[src/rtl/kbd_port_pkg.sv]
package kbd_port_pkg;
  localparam int unsigned DATA_W   = 32;
  localparam int unsigned BYTE_W   = 8;
  localparam int unsigned WADDR_W  = 10;
  localparam int unsigned ID_WORDS = 8;
  localparam int unsigned ID_SEL_W = $clog2(ID_WORDS);
  localparam logic [WADDR_W-1:0] ID_BASE_W = 10'h3F8;

  localparam logic [WADDR_W-1:0] W_CTRL   = 10'd0;
  localparam logic [WADDR_W-1:0] W_STAT   = 10'd1;
  localparam logic [WADDR_W-1:0] W_DATA   = 10'd2;
  localparam logic [WADDR_W-1:0] W_CLKDIV = 10'd3;
  localparam logic [WADDR_W-1:0] W_ISTAT  = 10'd4;

  localparam int unsigned CTL_TXEN_BIT = 3;
  localparam int unsigned CTL_RXEN_BIT = 4;
  localparam logic [DATA_W-1:0] STAT_PEND_VAL = 32'h10;

  // One identification byte per word in the window
  function automatic logic [BYTE_W-1:0] id_byte(input logic [ID_SEL_W-1:0] sel);
    case (sel)
      3'd0: id_byte = 8'h50;
      3'd1: id_byte = 8'h10;
      3'd2: id_byte = 8'h04;
      3'd3: id_byte = 8'h00;
      3'd4: id_byte = 8'h0D;
      3'd5: id_byte = 8'hF0;
      3'd6: id_byte = 8'h05;
      default: id_byte = 8'hB1;
    endcase
  endfunction

  // Interrupt level from its causes
  function automatic logic irq_level(input logic pend, input logic rx_en, input logic tx_en);
    irq_level = (pend & rx_en) | tx_en;
  endfunction

  function automatic logic [DATA_W-1:0] zext_byte(input logic [BYTE_W-1:0] b);
    zext_byte = {{(DATA_W-BYTE_W){1'b0}}, b};
  endfunction
endpackage

[src/rtl/kbd_rx_holder.sv]
module kbd_rx_holder #(
  parameter int unsigned BW = 8
) (
  input  logic          clk,
  input  logic          rst_n,
  input  logic          in_valid,
  input  logic [BW-1:0] in_byte,
  output logic          in_ready,
  input  logic          pop,
  output logic          pending,
  output logic [BW-1:0] held
);
  logic          full_q;
  logic [BW-1:0] data_q;
  logic          take;

  assign in_ready = ~full_q;
  assign take     = in_valid & ~full_q;
  assign pending  = full_q;
  assign held     = data_q;

  always_ff @(posedge clk) begin
    if (!rst_n) begin
      full_q <= 1'b0;
      data_q <= '0;
    end else if (take) begin
      full_q <= 1'b1;
      data_q <= in_byte;
    end else if (pop) begin
      full_q <= 1'b0;
    end
  end

  AST_CAPTURE_SETS_PENDING: assert property (@(posedge clk) disable iff (!rst_n)
    (in_valid && in_ready) |=> (pending && held == $past(in_byte)));
  AST_POP_EMPTIES: assert property (@(posedge clk) disable iff (!rst_n)
    (pop && pending) |=> in_ready);
  AST_HELD_STABLE: assert property (@(posedge clk) disable iff (!rst_n)
    (pending && !pop) |=> (pending && $stable(held)));
endmodule

[src/rtl/kbd_irq_gen.sv]
module kbd_irq_gen
  import kbd_port_pkg::*;
(
  input  logic clk,
  input  logic rst_n,
  input  logic pending,
  input  logic rx_en,
  input  logic tx_en,
  output logic irq
);
  logic irq_q;
  assign irq = irq_q;

  always_ff @(posedge clk) begin
    if (!rst_n) irq_q <= 1'b0;
    else        irq_q <= irq_level(pending, rx_en, tx_en);
  end

  AST_TX_FORCES_IRQ: assert property (@(posedge clk) disable iff (!rst_n)
    tx_en |=> irq);
  AST_RX_GATED_IRQ: assert property (@(posedge clk) disable iff (!rst_n)
    (pending && rx_en) |=> irq);
  AST_NO_CAUSE_NO_IRQ: assert property (@(posedge clk) disable iff (!rst_n)
    (!tx_en && !(pending && rx_en)) |=> !irq);
endmodule

[src/rtl/kbd_port_regs.sv]
module kbd_port_regs
  import kbd_port_pkg::*;
(
  input  logic               clk,
  input  logic               rst_n,
  input  logic               bus_sel,
  input  logic               bus_wr,
  input  logic [WADDR_W-1:0] bus_addr,
  input  logic [DATA_W-1:0]  bus_wdata,
  output logic [DATA_W-1:0]  bus_rdata,
  output logic               bus_err,
  input  logic               rx_valid,
  input  logic [BYTE_W-1:0]  rx_byte,
  output logic               rx_ready,
  output logic               tx_strobe,
  output logic [BYTE_W-1:0]  tx_byte,
  output logic               irq
);
  logic [DATA_W-1:0] ctrl_q, clkdiv_q, rdata_q;
  logic [BYTE_W-1:0] last_q, tx_byte_q, held;
  logic              err_q, tx_stb_q, pending;
  logic              rd_acc, wr_acc, in_id, unmapped;
  logic              pop_evt, txwr_evt, unmapped_rd_evt;
  logic [DATA_W-1:0] rd_val;

  assign rd_acc = bus_sel & ~bus_wr;
  assign wr_acc = bus_sel &  bus_wr;
  assign in_id  = (bus_addr >= ID_BASE_W);

  // Read decode
  always_comb begin
    rd_val   = '0;
    unmapped = 1'b0;
    if (in_id) begin
      rd_val = zext_byte(id_byte(bus_addr[ID_SEL_W-1:0]));
    end else begin
      case (bus_addr)
        W_CTRL:   rd_val = ctrl_q;
        W_STAT:   rd_val = pending ? STAT_PEND_VAL : '0;
        W_DATA:   rd_val = zext_byte(pending ? held : last_q);
        W_CLKDIV: rd_val = clkdiv_q;
        W_ISTAT:  rd_val = {{(DATA_W-2){1'b0}}, 1'b1, pending};
        default:  unmapped = 1'b1;
      endcase
    end
  end

  assign pop_evt         = rd_acc & ~in_id & (bus_addr == W_DATA) & pending;
  assign txwr_evt        = wr_acc & ~in_id & (bus_addr == W_DATA);
  assign unmapped_rd_evt = rd_acc & unmapped;

  always_ff @(posedge clk) begin
    if (!rst_n) begin
      ctrl_q    <= '0;
      clkdiv_q  <= '0;
      last_q    <= '0;
      rdata_q   <= '0;
      err_q     <= 1'b0;
      tx_stb_q  <= 1'b0;
      tx_byte_q <= '0;
    end else begin
      err_q    <= unmapped_rd_evt;
      tx_stb_q <= txwr_evt;
      if (rd_acc) rdata_q <= rd_val;
      if (pop_evt) last_q <= held;
      if (txwr_evt) tx_byte_q <= bus_wdata[BYTE_W-1:0];
      if (wr_acc && !in_id && bus_addr == W_CTRL)   ctrl_q   <= bus_wdata;
      if (wr_acc && !in_id && bus_addr == W_CLKDIV) clkdiv_q <= bus_wdata;
    end
  end

  assign bus_rdata = rdata_q;
  assign bus_err   = err_q;
  assign tx_strobe = tx_stb_q;
  assign tx_byte   = tx_byte_q;

  kbd_rx_holder #(.BW(BYTE_W)) u_holder (
    .clk      (clk),
    .rst_n    (rst_n),
    .in_valid (rx_valid),
    .in_byte  (rx_byte),
    .in_ready (rx_ready),
    .pop      (pop_evt),
    .pending  (pending),
    .held     (held)
  );

  kbd_irq_gen u_irq (
    .clk     (clk),
    .rst_n   (rst_n),
    .pending (pending),
    .rx_en   (ctrl_q[CTL_RXEN_BIT]),
    .tx_en   (ctrl_q[CTL_TXEN_BIT]),
    .irq     (irq)
  );

  AST_TX_STROBE_ON_WRITE: assert property (@(posedge clk) disable iff (!rst_n)
    txwr_evt |=> (tx_strobe && tx_byte == $past(bus_wdata[BYTE_W-1:0])));
  AST_TX_STROBE_SINGLE: assert property (@(posedge clk) disable iff (!rst_n)
    !txwr_evt |=> !tx_strobe);
  AST_ERR_ON_UNMAPPED: assert property (@(posedge clk) disable iff (!rst_n)
    unmapped_rd_evt |=> (bus_err && bus_rdata == '0));
  AST_POP_LATCHES_LAST: assert property (@(posedge clk) disable iff (!rst_n)
    pop_evt |=> (bus_rdata == zext_byte(last_q)));
endmodule

[config.mk]
export PLATFORM = sky130hd
export DESIGN_NAME = kbd_port_regs
export DESIGN_NICKNAME = d
export VERILOG_FILES = /design/src/rtl/kbd_port_pkg.sv /design/src/rtl/kbd_rx_holder.sv /design/src/rtl/kbd_irq_gen.sv /design/src/rtl/kbd_port_regs.sv
export SDC_FILE = /design/constraint.sdc
export NUM_CORES = 1
export LEC_CHECK = 0
export BUFFER_PORTS_ARGS = -buffer_cell sky130_fd_sc_hd__buf_2
export CAP_MARGIN = 15
export CORE_ASPECT_RATIO = 2
export CORE_MARGIN = 5
export CORE_UTILIZATION = 35
export CTS_CLUSTER_DIAMETER = 200
export DETAILED_ROUTE_END_ITERATION = 12
export PLACE_DENSITY = 0.59
export SETUP_SLACK_MARGIN = 0.05
export SKIP_CTS_REPAIR_TIMING = 1
export SYNTH_ARGS = -nofsm -noshare
export SYNTH_HDL_FRONTEND = slang
export SYNTH_SLANG_ARGS = --single-unit
[constraint.sdc]
create_clock -name clk -period 2.7 [get_ports clk]
set_clock_uncertainty 0.2 [all_clocks]
set_input_delay 0.54 -clock clk [delete_from_list [all_inputs] [get_ports clk]]
set_output_delay 0.54 -clock clk [all_outputs]
set_load 0.05 [all_outputs]
# Word level (Yosys, flattened, before mapping)
# Index checks and enable logic that the tools add are counted.
# totals
register_bits	124
latch_bits	0
mem_bits_rw	0
romBits	0
inputBits	55
out_inout_bits	44
elab_cells	52
mem_count	0
# op_classes
add_sub_neg	0
multipliers	0
n_div	0
magnitude_cmp	1
eq_ne	10
shift	0
mux	9
bitwise	14
reduce_logical	8
# op_table
operator	count
32-bit case mux with 5 select lines	1
8-bit case mux with 7 select lines	1
32-bit 2-to-1 mux	1
10-bit by 2-bit equality test with 1-bit output (second input constant)	2
1-bit bitwise AND	10
10-bit by 1-bit equality test with 1-bit output (second input constant)	1
10-bit by 3-bit equality test with 1-bit output (second input constant)	1
10-bit greater-or-equal comparator (second input constant)	1
10-bit zero test	1
3-bit equality test (second input constant)	3
8-bit 2-to-1 mux	1
3-bit by 2-bit equality test with 1-bit output (second input constant)	2
5-bit 2-to-1 mux	1
5-bit OR reduction	1
1-bit 2-to-1 mux	4
3-bit by 1-bit equality test with 1-bit output (second input constant)	1
1-bit logical AND	3
3-bit zero test	1
1-bit NOT	3
2-bit nonzero test	1
1-bit zero test	1
1-bit bitwise OR	1

# Depth between registers and ports, before layout
# Gate-level depths: netlist (run 1).
# depth
ltp_word	7
mapped_depth	7
mapped_depth_nobuf	4

# Modules after synthesis
# From an unflattened synthesis (run 1), not the netlist that was laid out.
# unflattened
cells_unflattened	632
area_unflattened_um2	5200.0
# modules_own_cells
mod	instances	cells_each	area_per_inst_um2	seq_area_each_um2
kbd_port_regs	1	589	4792.1	2282.2
kbd_rx_holder	1	40	376.6	180.2
kbd_irq_gen	1	3	31.3	20.0

# Worst setup path before layout (run 1)
# No wires, ideal clock.
# synth_path
kind	in2reg
start	in bus_addr[7]
end	reg ctrl_q[10]
setup_time_ps	132
arrival_ps	2048
required_time_ps	2368
setup_slack_ps	320
path_stages	7
path_buffers	3
cell_sequence	or4_4 buf_6 or4_1 buf_2 buf_6 nand2_1 a21oi_1
# synth_via
elab_chain_len	4
elab_cells_between_ends	5
cone_classes	1 x order compare; 4 x reduce/logical
# synth_rtl
item	line	text
start: declaration	kbd_port_regs.sv:8	input logic [WADDR_W-1:0] bus_addr,
10-bit greater-or-equal comparator	kbd_port_regs.sv:28	assign in_id = (bus_addr >= ID_BASE_W);
1-bit zero test	kbd_port_regs.sv:67	if (wr_acc && !in_id && bus_addr == W_CTRL) ctrl_q <= bus_wdata;
1-bit logical AND	kbd_port_regs.sv:67	
1-bit logical AND (*)	kbd_port_regs.sv:67	
end signal: assignment	kbd_port_regs.sv:67	
end: declaration	kbd_port_regs.sv:19	logic [DATA_W-1:0] ctrl_q, clkdiv_q, rdata_q;
# Mark *: on every way between the ends. The rest lies on a longest branch, timed or not.
# A chain may end at the register's enable or synchronous reset.

# Worst setup path after layout (run 1)
# layout_path
start	reg u_holder.full_q (netlist: u_holder.pending)
end	out rx_ready
# layout_via
elab_chain_len	1
# layout_rtl
item	line	text
start: declaration	kbd_rx_holder.sv:13	logic full_q;
start signal: assignment	kbd_rx_holder.sv:24	full_q <= 1'b0;
start signal: assignment	kbd_rx_holder.sv:27	full_q <= 1'b1;
start signal: assignment	kbd_rx_holder.sv:30	full_q <= 1'b0;
1-bit NOT	kbd_rx_holder.sv:17	assign in_ready = ~full_q;
end: declaration	kbd_port_regs.sv:14	output logic rx_ready,
# No other way between the ends.

==> impl_table.tex, run 1 <==
\begin{tabular}{lr}
\hline
Metric & Value \\
\hline
\multicolumn{2}{l}{\textbf{Logic synthesis}} \\
XOR/XNOR Fraction of Synth Area & 0\% \\
Share of the synthesized area in the top cell type & 49.2\% \\
Post-synth net total & 639 \\
Area of the mapped netlist & 0.00504 mm² \\
Leading cell types by total area after synthesis & sky130\_fd\_sc\_hd\_\_dfxtp\_1 49\%, sky130\_fd\_sc\_hd\_\_nand2\_1 14\%, sky130\_fd\_sc\_hd\_\_mux2i\_1 13\% \\
Share of flip-flops with an asynchronous set or reset after synthesis & 0\% \\
Most common flop cell mapped by yosys & sky130\_fd\_sc\_hd\_\_dfxtp\_1 \\
Number of flip-flops and latches in the synthesized netlist & 124 \\
Simple-gate portion of the synthesized area & 22.2\% \\
Top cell type by total area after synthesis & sky130\_fd\_sc\_hd\_\_dfxtp\_1 \\
Share of cell area taken by muxes after synthesis & 12.7\% \\
Library cell with the highest instance count after synthesis & sky130\_fd\_sc\_hd\_\_nand2\_1 \\
Area share of fa/ha/maj cells after synthesis & 0\% \\
Instance count of the mapped netlist & 584 \\
Post-synth top cells & 186 x sky130\_fd\_sc\_hd\_\_nand2\_1, 124 x sky130\_fd\_sc\_hd\_\_dfxtp\_1, 63 x sky130\_fd\_sc\_hd\_\_mux2i\_1, 39 x sky130\_fd\_sc\_hd\_\_a21oi\_1, 33 x sky130\_fd\_sc\_hd\_\_nor2\_1 \\
Synth warn & 0 \\
Post-synth EDFFs & 0 \\
Post-synthesis compound-gate area fraction & 11.6\% \\
Post-synthesis cell type count & 41 \\
Mean instance size in the synthesized netlist & 8.63 µm² \\
Main combinational cell family by area after synthesis & simple AND/OR/NAND/NOR gates \\
Part of the Yosys area used for sequential elements & 49.2\% \\
\multicolumn{2}{l}{\textbf{Worst setup path}} \\
Arrival time reported for the critical path endpoint & 1.59 ns \\
Startpoint type of the worst setup path & flip-flop \\
Endpoint of the lowest-slack register-to-register path & last\_q[6] \\
Required time of the critical path & 1.96 ns \\
Startpoint of the worst-slack reg-to-reg timing path & u\_holder.pending \\
Nature of the critical path endpoint & output pin \\
Number of cell instances on the worst register-to-register path & 5 \\
Worst setup path category & reg2out \\
Reg-to-reg setup timing slack & 0.71 ns \\
Peak fanout along the critical path & 16 \\
\multicolumn{2}{l}{\textbf{Place}} \\
Final weighted congestion in routability-driven placement & 0.892 \\
Total placed cells including tap cells & 851 \\
Detailed placement HPWL & 10100 µm \\
Pre-CTS setup slack & 0.112 ns \\
Cell area after placement & 0.00580 mm² \\
Total of buffers placed on input and output ports & 98 \\
\multicolumn{2}{l}{\textbf{Die}} \\
Initial core utilization & 35.3\% \\
Die Footprint & 0.0170 mm² \\
Width of the die & 94.9 µm \\
Standard-cell rows & 62 \\
DIE HEIGHT & 180 µm \\
Number of top-level pins & 99 \\
Core Region & 0.0143 mm² \\
\multicolumn{2}{l}{\textbf{Layout}} \\
Post-layout utilization of the core & 44.7\% \\
Area growth from synthesis to final layout & 26.4\% \\
Post-layout instance count excluding filler cells & 883 \\
Layout cell share with drive strength beyond 1 & 23.3\% \\
Ant diodes & 0 \\
Final non-filler cell area & 0.00637 mm² \\
\# nets final & 733 \\
\multicolumn{2}{l}{\textbf{Power}} \\
Combinational cell fraction of total power & 5.3\% \\
Switching power & 1.01 mW \\
Switching fraction of total power & 23.7\% \\
Proportion of power drawn by flip-flops and latches & 43.8\% \\
Static power due to leakage & 2.56 nW \\
Total internal power & 3.23 mW \\
Max rail drop VDD & 0.000458 V \\
Cell Pwr Density & 665 mW/mm² \\
Power, Total & 4.24 mW \\
Part of the total power dissipated in the clock network & 50.9\% \\
\multicolumn{2}{l}{\textbf{Timing}} \\
Hold slack & 0.175 ns \\
Setup repair after global routing missed its margin & false \\
Final critical-path setup slack & 0.374 ns \\
Max\_slew headroom & 52.2\% \\
Maximum operating frequency & 430 MHz \\
Final hold violations & 0 \\
Worst Tran Pin Value & 0.717 ns \\
Clock period minus worst slack & 2.33 ns \\
Count of final max-slew check failures & 0 \\
Share of the clock period used by the worst path after layout & 86.2\% \\
Setup TNS & 0 ns \\
Final Setup Violations & 0 \\
\multicolumn{2}{l}{\textbf{CTS}} \\
Latest clock arrival within the worst-skew pair & 0.41 ns \\
Clock tree from TritonCTS & yes \\
Clock edge transition at the registers on the reported setup and hold paths & 0.06 ns \\
Clock Sink Count & 124 \\
Clock tree root driver cell & sky130\_fd\_sc\_hd\_\_clkbuf\_16 \\
Number of buffers created by CTS & 17 \\
Number of buffers on the longest clock path & 2 \\
H-tree Lvls & 4 \\
\multicolumn{2}{l}{\textbf{Global routing}} \\
Wire length of the first global-routing pass & 22800 µm \\
Residual overflow from global routing & 0 \\
Vias in the first global route & 4546 \\
Number of antenna violations at the first check in global routing & 0 \\
Maximum number of pins on one net before global-route repair & 71 \\
Global-route total usage across every layer & 17.2\% \\
\multicolumn{2}{l}{\textbf{Drt}} \\
Wire length reported by the detailed router & 14100 µm \\
Via/cell ratio & 5.02 \\
Number of design-rule violations left by the first detailed-router iteration & 161 \\
Via Count & 4437 \\
Antenna Violating Nets Remaining & 0 \\
Post-detailed-route DRC marker count & 0 \\
Average wire length per cell after detail routing & 16.0 µm \\
Detailed Routing Iterations Pass 1 & 4 \\
\multicolumn{2}{l}{\textbf{Worst hold path}} \\
Hold EP & u\_holder.held[6] \\
Cell depth of the worst min-delay path & 3 \\
Origin of the worst min-delay path & rx\_byte[6] \\
Class of the tightest hold or removal check & in2reg \\
\multicolumn{2}{l}{\textbf{Run status}} \\
Run status & finished clean \\
\multicolumn{2}{l}{\textbf{Run}} \\
Max-Cap Viols & 0 \\
\hline
\end{tabular}
==> worst max path at each step <==
stage	startpoint	endpoint	depth (start not counted)
6_report	u_holder.pending	rx_ready	2
2_1_floorplan	bus_addr[7]	ctrl_q[10]	7
4_1_cts	u_holder.pending	rx_ready	2
5_1_grt	u_holder.pending	rx_ready	2
3_5_place_dp	bus_addr[7]	ctrl_q[27]	6
3_3_place_gp	bus_addr[7]	ctrl_q[24]	6
==> routing by layer <==
layer	up-vias	GRT usage (%)	share of wire, %
li1	2177	-	-
met2	122	31.6	56
met4	0	8.44	3.7
met5	-	0	0
met1	2108	17.4	36
met3	30	4.18	4.4
==> critical path, stage by stage (launching register included) <==
cell and delay (ns):
sky130_fd_sc_hd__dfxtp_1 0.78, sky130_fd_sc_hd__inv_1 0.14, sky130_fd_sc_hd__buf_2 0.25
==> flip-flops by register name, summed over array words and instances, names as in the netlist <==
| register | count |
|---|---|
| ctrl_q | 32 |
| tx_strobe | 1 |
| u_holder.pending | 1 |
| bus_rdata | 32 |
| u_holder.held | 8 |
| tx_byte | 8 |
| clkdiv_q | 32 |
| last_q | 8 |
| bus_err | 1 |
| u_irq.irq | 1 |
==> area by class of cell <==
type                            instances  area (µm²)
Inverter                                3        11.3
Clock inverter                         13         118
Multi-Input combinational cell        415        2380
Timing Repair Buffer                  117         691
Tap cell                              192         240
Sequential cell                       124        2480
Clock buffer                           19         453
Fill cell                            1468        7900
==> cells by family after synthesis <==
| logic type | after synthesis |
|---|---|
| mux | 64 |
| flops | 124 |
| simple gates | 258 |
| compound gates | 93 |
| buf+inv | 45 |
==> power by group through the flow <==
stage               clock network, mW  logic, mW  registers (mW)
floorplan                           0      0.114            1.90
global placement                    0      0.219            1.90
detailed placement                  0      0.227            1.90
CTS                              2.20      0.228            1.86
global route                     2.29      0.245            1.86
finish                           2.16      0.225            1.86
==> layout by cell type, fill, tap and decap left out, types with 12 or more instances in the layout <==
cell | Yosys | layout
sky130_fd_sc_hd__a21oi_1 | 39 | 39
sky130_fd_sc_hd__a22oi_1 | 27 | 27
sky130_fd_sc_hd__buf_2 | 10 | 98
sky130_fd_sc_hd__buf_4 | 0 | 14
sky130_fd_sc_hd__clkbuf_16 | 0 | 17
sky130_fd_sc_hd__dfxtp_1 | 124 | 124
sky130_fd_sc_hd__mux2i_1 | 63 | 63
sky130_fd_sc_hd__nand2_1 | 186 | 186
sky130_fd_sc_hd__nor2_1 | 33 | 32
sky130_fd_sc_hd__o21ai_0 | 12 | 12
Note: power is estimated with default switching activity, not from simulation.
==> run 2: changes to the inputs <==
--- a/config.mk
+++ b/config.mk
@@ -13,6 +13,7 @@
 export CTS_CLUSTER_DIAMETER = 200
 export DETAILED_ROUTE_END_ITERATION = 12
 export PLACE_DENSITY = 0.59
+export RECOVER_POWER = 100
 export SETUP_SLACK_MARGIN = 0.05
 export SKIP_CTS_REPAIR_TIMING = 1
 export SYNTH_ARGS = -nofsm -noshare
==> impl_table.tex, run 2 (synthesized netlist as in run 1, its figures left out) <==
\begin{tabular}{lr}
\hline
Metric & Value \\
\hline
\multicolumn{2}{l}{\textbf{Run status}} \\
Run status & finished clean \\
\multicolumn{2}{l}{\textbf{Global routing}} \\
Routing layer with the top usage in global route & met2 \\
Number of antenna violations at the first check in global routing & 0 \\
Wire length of the first global-routing pass & 22800 µm \\
Global-route total usage across every layer & 17.2\% \\
Vias in the first global route & 4546 \\
Fraction of met3 tracks used by global routing & 4.18\% \\
Global routing met1 resource utilization & 17.4\% \\
Residual overflow from global routing & 0 \\
GR met2 Demand/Resource & 31.6\% \\
Maximum number of pins on one net before global-route repair & 71 \\
\multicolumn{2}{l}{\textbf{Place}} \\
Final weighted congestion in routability-driven placement & 0.892 \\
Detailed placement HPWL & 10100 µm \\
Total of buffers placed on input and output ports & 98 \\
Cell area after placement & 0.00580 mm² \\
\multicolumn{2}{l}{\textbf{Die}} \\
DIE HEIGHT & 180 µm \\
Die Footprint & 0.0170 mm² \\
Core Region & 0.0143 mm² \\
Width of the die & 94.9 µm \\
Standard-cell rows & 62 \\
Number of top-level pins & 99 \\
Initial core utilization & 35.3\% \\
\multicolumn{2}{l}{\textbf{CTS}} \\
Number of buffers on the longest clock path & 2 \\
Clock Sink Count & 124 \\
Clock edge transition at the registers on the reported setup and hold paths & 0.05 ns \\
Number of buffers created by CTS & 17 \\
Latest clock arrival within the worst-skew pair & 0.41 ns \\
H-tree Lvls & 4 \\
Clock tree root driver cell & sky130\_fd\_sc\_hd\_\_clkbuf\_16 \\
Clock tree from TritonCTS & yes \\
\multicolumn{2}{l}{\textbf{Worst setup path}} \\
First element of the critical path & bus\_addr[7] \\
Arrival time reported for the critical path endpoint & 2.46 ns \\
Peak fanout along the critical path & 9 \\
Worst setup path category & in2reg \\
Nature of the critical path endpoint & flip-flop \\
Startpoint of the worst-slack reg-to-reg timing path & u\_holder.pending \\
Required time of the critical path & 2.74 ns \\
Startpoint type of the worst setup path & input port \\
\multicolumn{2}{l}{\textbf{Drt}} \\
Number of design-rule violations left by the first detailed-router iteration & 153 \\
Detailed Routing Iterations Pass 1 & 6 \\
Post-detailed-route DRC marker count & 0 \\
Via/cell ratio & 5.02 \\
Wire length reported by the detailed router & 14200 µm \\
Antenna Violating Nets Remaining & 0 \\
Average wire length per cell after detail routing & 16.1 µm \\
Via Count & 4430 \\
\multicolumn{2}{l}{\textbf{Layout}} \\
\# nets final & 733 \\
Area growth from synthesis to final layout & 23.6\% \\
Layout cell share with drive strength beyond 1 & 15.5\% \\
Commonest cells after routing, fill and taps aside & 186 x sky130\_fd\_sc\_hd\_\_nand2\_1, 124 x sky130\_fd\_sc\_hd\_\_dfxtp\_1, 63 x sky130\_fd\_sc\_hd\_\_mux2i\_1 \\
Ant diodes & 0 \\
Final non-filler cell area & 0.00623 mm² \\
Most frequent standard cell in the layout excluding fill and tap cells & sky130\_fd\_sc\_hd\_\_nand2\_1 \\
\multicolumn{2}{l}{\textbf{Timing}} \\
Max\_slew headroom & 12.9\% \\
Clock period minus worst slack & 2.42 ns \\
Share of the clock period used by the worst path after layout & 89.8\% \\
Final hold violations & 0 \\
Worst Tran Pin Value & 1.31 ns \\
Count of final max-slew check failures & 0 \\
Hold slack & 0.175 ns \\
Setup TNS & 0 ns \\
Maximum operating frequency & 413 MHz \\
Final Setup Violations & 0 \\
Setup repair after global routing missed its margin & false \\
\multicolumn{2}{l}{\textbf{Power}} \\
Static power due to leakage & 2.33 nW \\
Max rail drop VDD & 0.000458 V \\
Cell Pwr Density & 680 mW/mm² \\
\multicolumn{2}{l}{\textbf{Worst hold path}} \\
Origin of the worst min-delay path & rx\_byte[3] \\
Class of the tightest hold or removal check & in2reg \\
\multicolumn{2}{l}{\textbf{Run}} \\
Max-Cap Viols & 0 \\
\hline
\end{tabular}
## run 2: worst max-delay path, stage by stage
cell,delay [ns]
sky130_fd_sc_hd__clkbuf_1,0.10
sky130_fd_sc_hd__or4_4,0.63
sky130_fd_sc_hd__nor4_1,0.29
sky130_fd_sc_hd__clkbuf_1,0.57
sky130_fd_sc_hd__mux2i_1,0.27
sky130_fd_sc_hd__nor2_1,0.06
## run 2: worst paths after layout
check                          end  slack, ns  cells past startpoint
setup / recovery         last_q[6]       0.28                      6
hold / removal    u_holder.held[3]       0.18                      3
setup reg to reg         last_q[6]       0.30                      5
hold reg to reg       bus_rdata[8]       0.23                      2
## run 2: area by class of cell
cell class	count	area (µm²)
Fill cell	1490	8050
Tap cell	192	240
Clock inverter	13	118
Multi-Input combinational cell	415	2340
Clock buffer	19	453
Sequential cell	124	2480
Inverter	3	11.3
Timing Repair Buffer	117	587
## run 2: per-stage QoR
step / total power, mW / instances / setup WS [ns] / utilization, %
floorplan: 2.02 / 584 / 0.320 / -
detailed placement: 2.12 / 851 / 0.112 / 40.7
global placement: 2.12 / 850 / 0.138 / 40.6
global route: 4.39 / 883 / 0.202 / 43.6
finish: 4.23 / 883 / 0.276 / 43.6
CTS: 4.29 / 883 / 0.345 / 44.7
## run 2: where the power goes
| group | total, mW | internal [mW] | leakage, nW | switching, mW |
|---|---|---|---|---|
| Sequential | 1.86 | 1.84 | 1.00 | 0.0145 |
| Clock | 2.16 | 1.31 | 0.267 | 0.843 |
| Combinational | 0.220 | 0.0748 | 1.06 | 0.145 |
## run 2: metal layers
metal | routed length, µm | part of all wire, %
met1 | 5130 | 36
met5 | 0 | 0
met3 | 696 | 4.9
met4 | 546 | 3.8
met2 | 7840 | 55
==> run 3: changes to the inputs <==
--- a/config.mk
+++ b/config.mk
@@ -6,13 +6,13 @@
 export NUM_CORES = 1
 export LEC_CHECK = 0
 export BUFFER_PORTS_ARGS = -buffer_cell sky130_fd_sc_hd__buf_2
-export CAP_MARGIN = 15
+export CAP_MARGIN = 0
 export CORE_ASPECT_RATIO = 2
 export CORE_MARGIN = 5
-export CORE_UTILIZATION = 35
+export CORE_UTILIZATION = 55
 export CTS_CLUSTER_DIAMETER = 200
 export DETAILED_ROUTE_END_ITERATION = 12
-export PLACE_DENSITY = 0.59
+export PLACE_DENSITY = 0.84
 export RECOVER_POWER = 100
 export SETUP_SLACK_MARGIN = 0.05
 export SKIP_CTS_REPAIR_TIMING = 1
==> impl_table.tex, run 3 (synthesized netlist as in run 1, its figures left out) <==
\begin{tabular}{lr}
\hline
Metric & Value \\
\hline
\multicolumn{2}{l}{\textbf{Run status}} \\
Run status & finished clean \\
\multicolumn{2}{l}{\textbf{Timing}} \\
Hold slack & 0.163 ns \\
Max\_slew headroom & 19.2\% \\
Final Setup Violations & 0 \\
Count of final max-slew check failures & 0 \\
Final hold violations & 0 \\
Share of the clock period used by the worst path after layout & 91.4\% \\
Setup repair after global routing missed its margin & false \\
Setup TNS & 0 ns \\
Clock period minus worst slack & 2.47 ns \\
Worst Tran Pin Value & 1.21 ns \\
Maximum operating frequency & 405 MHz \\
\multicolumn{2}{l}{\textbf{Worst setup path}} \\
Most common cell on crit path & sky130\_fd\_sc\_hd\_\_clkbuf\_1 \\
Slowest CP cell & sky130\_fd\_sc\_hd\_\_or3b\_2 \\
Series of cell instances along the critical path & clkbuf\_1 -> or3b\_2 -> nor4\_2 -> clkbuf\_1 -> mux2i\_1 -> nor2\_1 \\
Startpoint of the worst-slack reg-to-reg timing path & u\_holder.pending \\
Peak fanout along the critical path & 11 \\
Slowest stage delay, CP & 0.62 ns \\
Arrival time reported for the critical path endpoint & 2.54 ns \\
Nature of the critical path endpoint & flip-flop \\
Required time of the critical path & 2.77 ns \\
First element of the critical path & bus\_addr[0] \\
Worst setup path category & in2reg \\
Startpoint type of the worst setup path & input port \\
\multicolumn{2}{l}{\textbf{CTS}} \\
Clock tree root driver cell & sky130\_fd\_sc\_hd\_\_clkbuf\_16 \\
Clock edge transition at the registers on the reported setup and hold paths & 0.05 ns \\
Number of buffers created by CTS & 17 \\
H-tree Lvls & 4 \\
Clock tree from TritonCTS & yes \\
Latest clock arrival within the worst-skew pair & 0.41 ns \\
Number of buffers on the longest clock path & 2 \\
Clock Sink Count & 124 \\
\multicolumn{2}{l}{\textbf{Power}} \\
Static power due to leakage & 2.36 nW \\
Power, Total & 4.23 mW \\
Max rail drop VDD & 0.000611 V \\
Cell Pwr Density & 687 mW/mm² \\
\multicolumn{2}{l}{\textbf{Die}} \\
DIE HEIGHT & 145 µm \\
Width of the die & 77.7 µm \\
Number of top-level pins & 99 \\
Core Region & 0.00901 mm² \\
Initial core utilization & 55.9\% \\
Standard-cell rows & 49 \\
Die Footprint & 0.0113 mm² \\
\multicolumn{2}{l}{\textbf{Worst hold path}} \\
Origin of the worst min-delay path & rx\_byte[5] \\
Class of the tightest hold or removal check & in2reg \\
\multicolumn{2}{l}{\textbf{Global routing}} \\
Maximum number of pins on one net before global-route repair & 61 \\
Number of antenna violations at the first check in global routing & 0 \\
Vias in the first global route & 4593 \\
Residual overflow from global routing & 0 \\
Wire length of the first global-routing pass & 21900 µm \\
Global-route total usage across every layer & 24.3\% \\
\multicolumn{2}{l}{\textbf{Drt}} \\
Average wire length per cell after detail routing & 17.2 µm \\
Post-detailed-route DRC marker count & 0 \\
Via Count & 4525 \\
Detailed Routing Iterations Pass 1 & 5 \\
Antenna Violating Nets Remaining & 0 \\
Wire length reported by the detailed router & 13600 µm \\
Number of design-rule violations left by the first detailed-router iteration & 287 \\
Via/cell ratio & 5.72 \\
\multicolumn{2}{l}{\textbf{Layout}} \\
Area growth from synthesis to final layout & 22.2\% \\
Post-layout instance count excluding filler cells & 791 \\
Layout cell share with drive strength beyond 1 & 14.9\% \\
\# nets final & 733 \\
Commonest cells after routing, fill and taps aside & 186 x sky130\_fd\_sc\_hd\_\_nand2\_1, 124 x sky130\_fd\_sc\_hd\_\_dfxtp\_1, 63 x sky130\_fd\_sc\_hd\_\_mux2i\_1 \\
Most frequent standard cell in the layout excluding fill and tap cells & sky130\_fd\_sc\_hd\_\_nand2\_1 \\
Ant diodes & 0 \\
\multicolumn{2}{l}{\textbf{Place}} \\
Detailed placement HPWL & 9590 µm \\
Final weighted congestion in routability-driven placement & 0.909 \\
Total of buffers placed on input and output ports & 98 \\
Total placed cells including tap cells & 761 \\
\multicolumn{2}{l}{\textbf{Run}} \\
Max-Cap Viols & 0 \\
\hline
\end{tabular}
## run 3: cell count changes in the layout (fill, tap and decap cells not counted), moves of 2 or more
| cell | before | now |
|---|---|---|
| sky130_fd_sc_hd__nor4_1 | 5 | 2 |
| sky130_fd_sc_hd__clkinvlp_4 | 5 | 0 |
| sky130_fd_sc_hd__clkinv_4 | 3 | 1 |
| sky130_fd_sc_hd__buf_12 | 2 | 4 |
| sky130_fd_sc_hd__clkinv_2 | 3 | 5 |
| sky130_fd_sc_hd__clkbuf_2 | 4 | 0 |
| sky130_fd_sc_hd__clkbuf_1 | 49 | 55 |
| sky130_fd_sc_hd__nor4_4 | 2 | 4 |
## run 3: cell type report
class	count	area [µm²]
inverters	3	11.3
clock buffers	22	464
fillers	741	2850
repair buffers	117	606
well taps	102	128
clock inverters	8	93.8
flip-flops and latches	124	2480
multi-input cells	415	2370
## run 3: through the flow
| stage | setup WS, ns | util (%) | area [µm²] |
|---|---|---|---|
| detailed placement | 0.0946 | 63.1 | 5680 |
| finish | 0.232 | 68.3 | 6160 |
| CTS | 0.413 | 69.2 | 6240 |
| global placement | 0.141 | 63.1 | 5680 |
| floorplan | 0.320 | - | 5040 |
| global route | 0.191 | 68.3 | 6160 |
## run 3: worst paths after layout
check | slack [ns] | end | depth (start not counted)
worst min-delay path | 0.16 | u_holder.held[5] | 3
worst max-delay path | 0.23 | last_q[4] | 6
worst min register to register | 0.24 | bus_rdata[20] | 2
worst max register to register | 0.34 | last_q[4] | 5
## run 3: worst max-delay path, delay by kind of cell
kind / cells / cell delay, ns
muxes: 1 / 0.30
and+or+nand+nor: 3 / 0.92
buffers and inverters: 2 / 0.77
## run 3: where the power goes
part	leakage (nW)	total [mW]	switching, mW	internal [mW]
combinational	1.08	0.216	0.144	0.0718
clock	0.279	2.16	0.771	1.39
sequential	1.00	1.86	0.0139	1.84
## run 3: layer usage
metal  track usage [%]  share of wire (%)  vias to the layer above
met1              23.6                 35                     2144
met5                 0                  0                        -
met3              6.13                4.8                       48
met4              18.3                5.8                        0
li1                  -                  -                     2173
met2              42.6                 54                      160
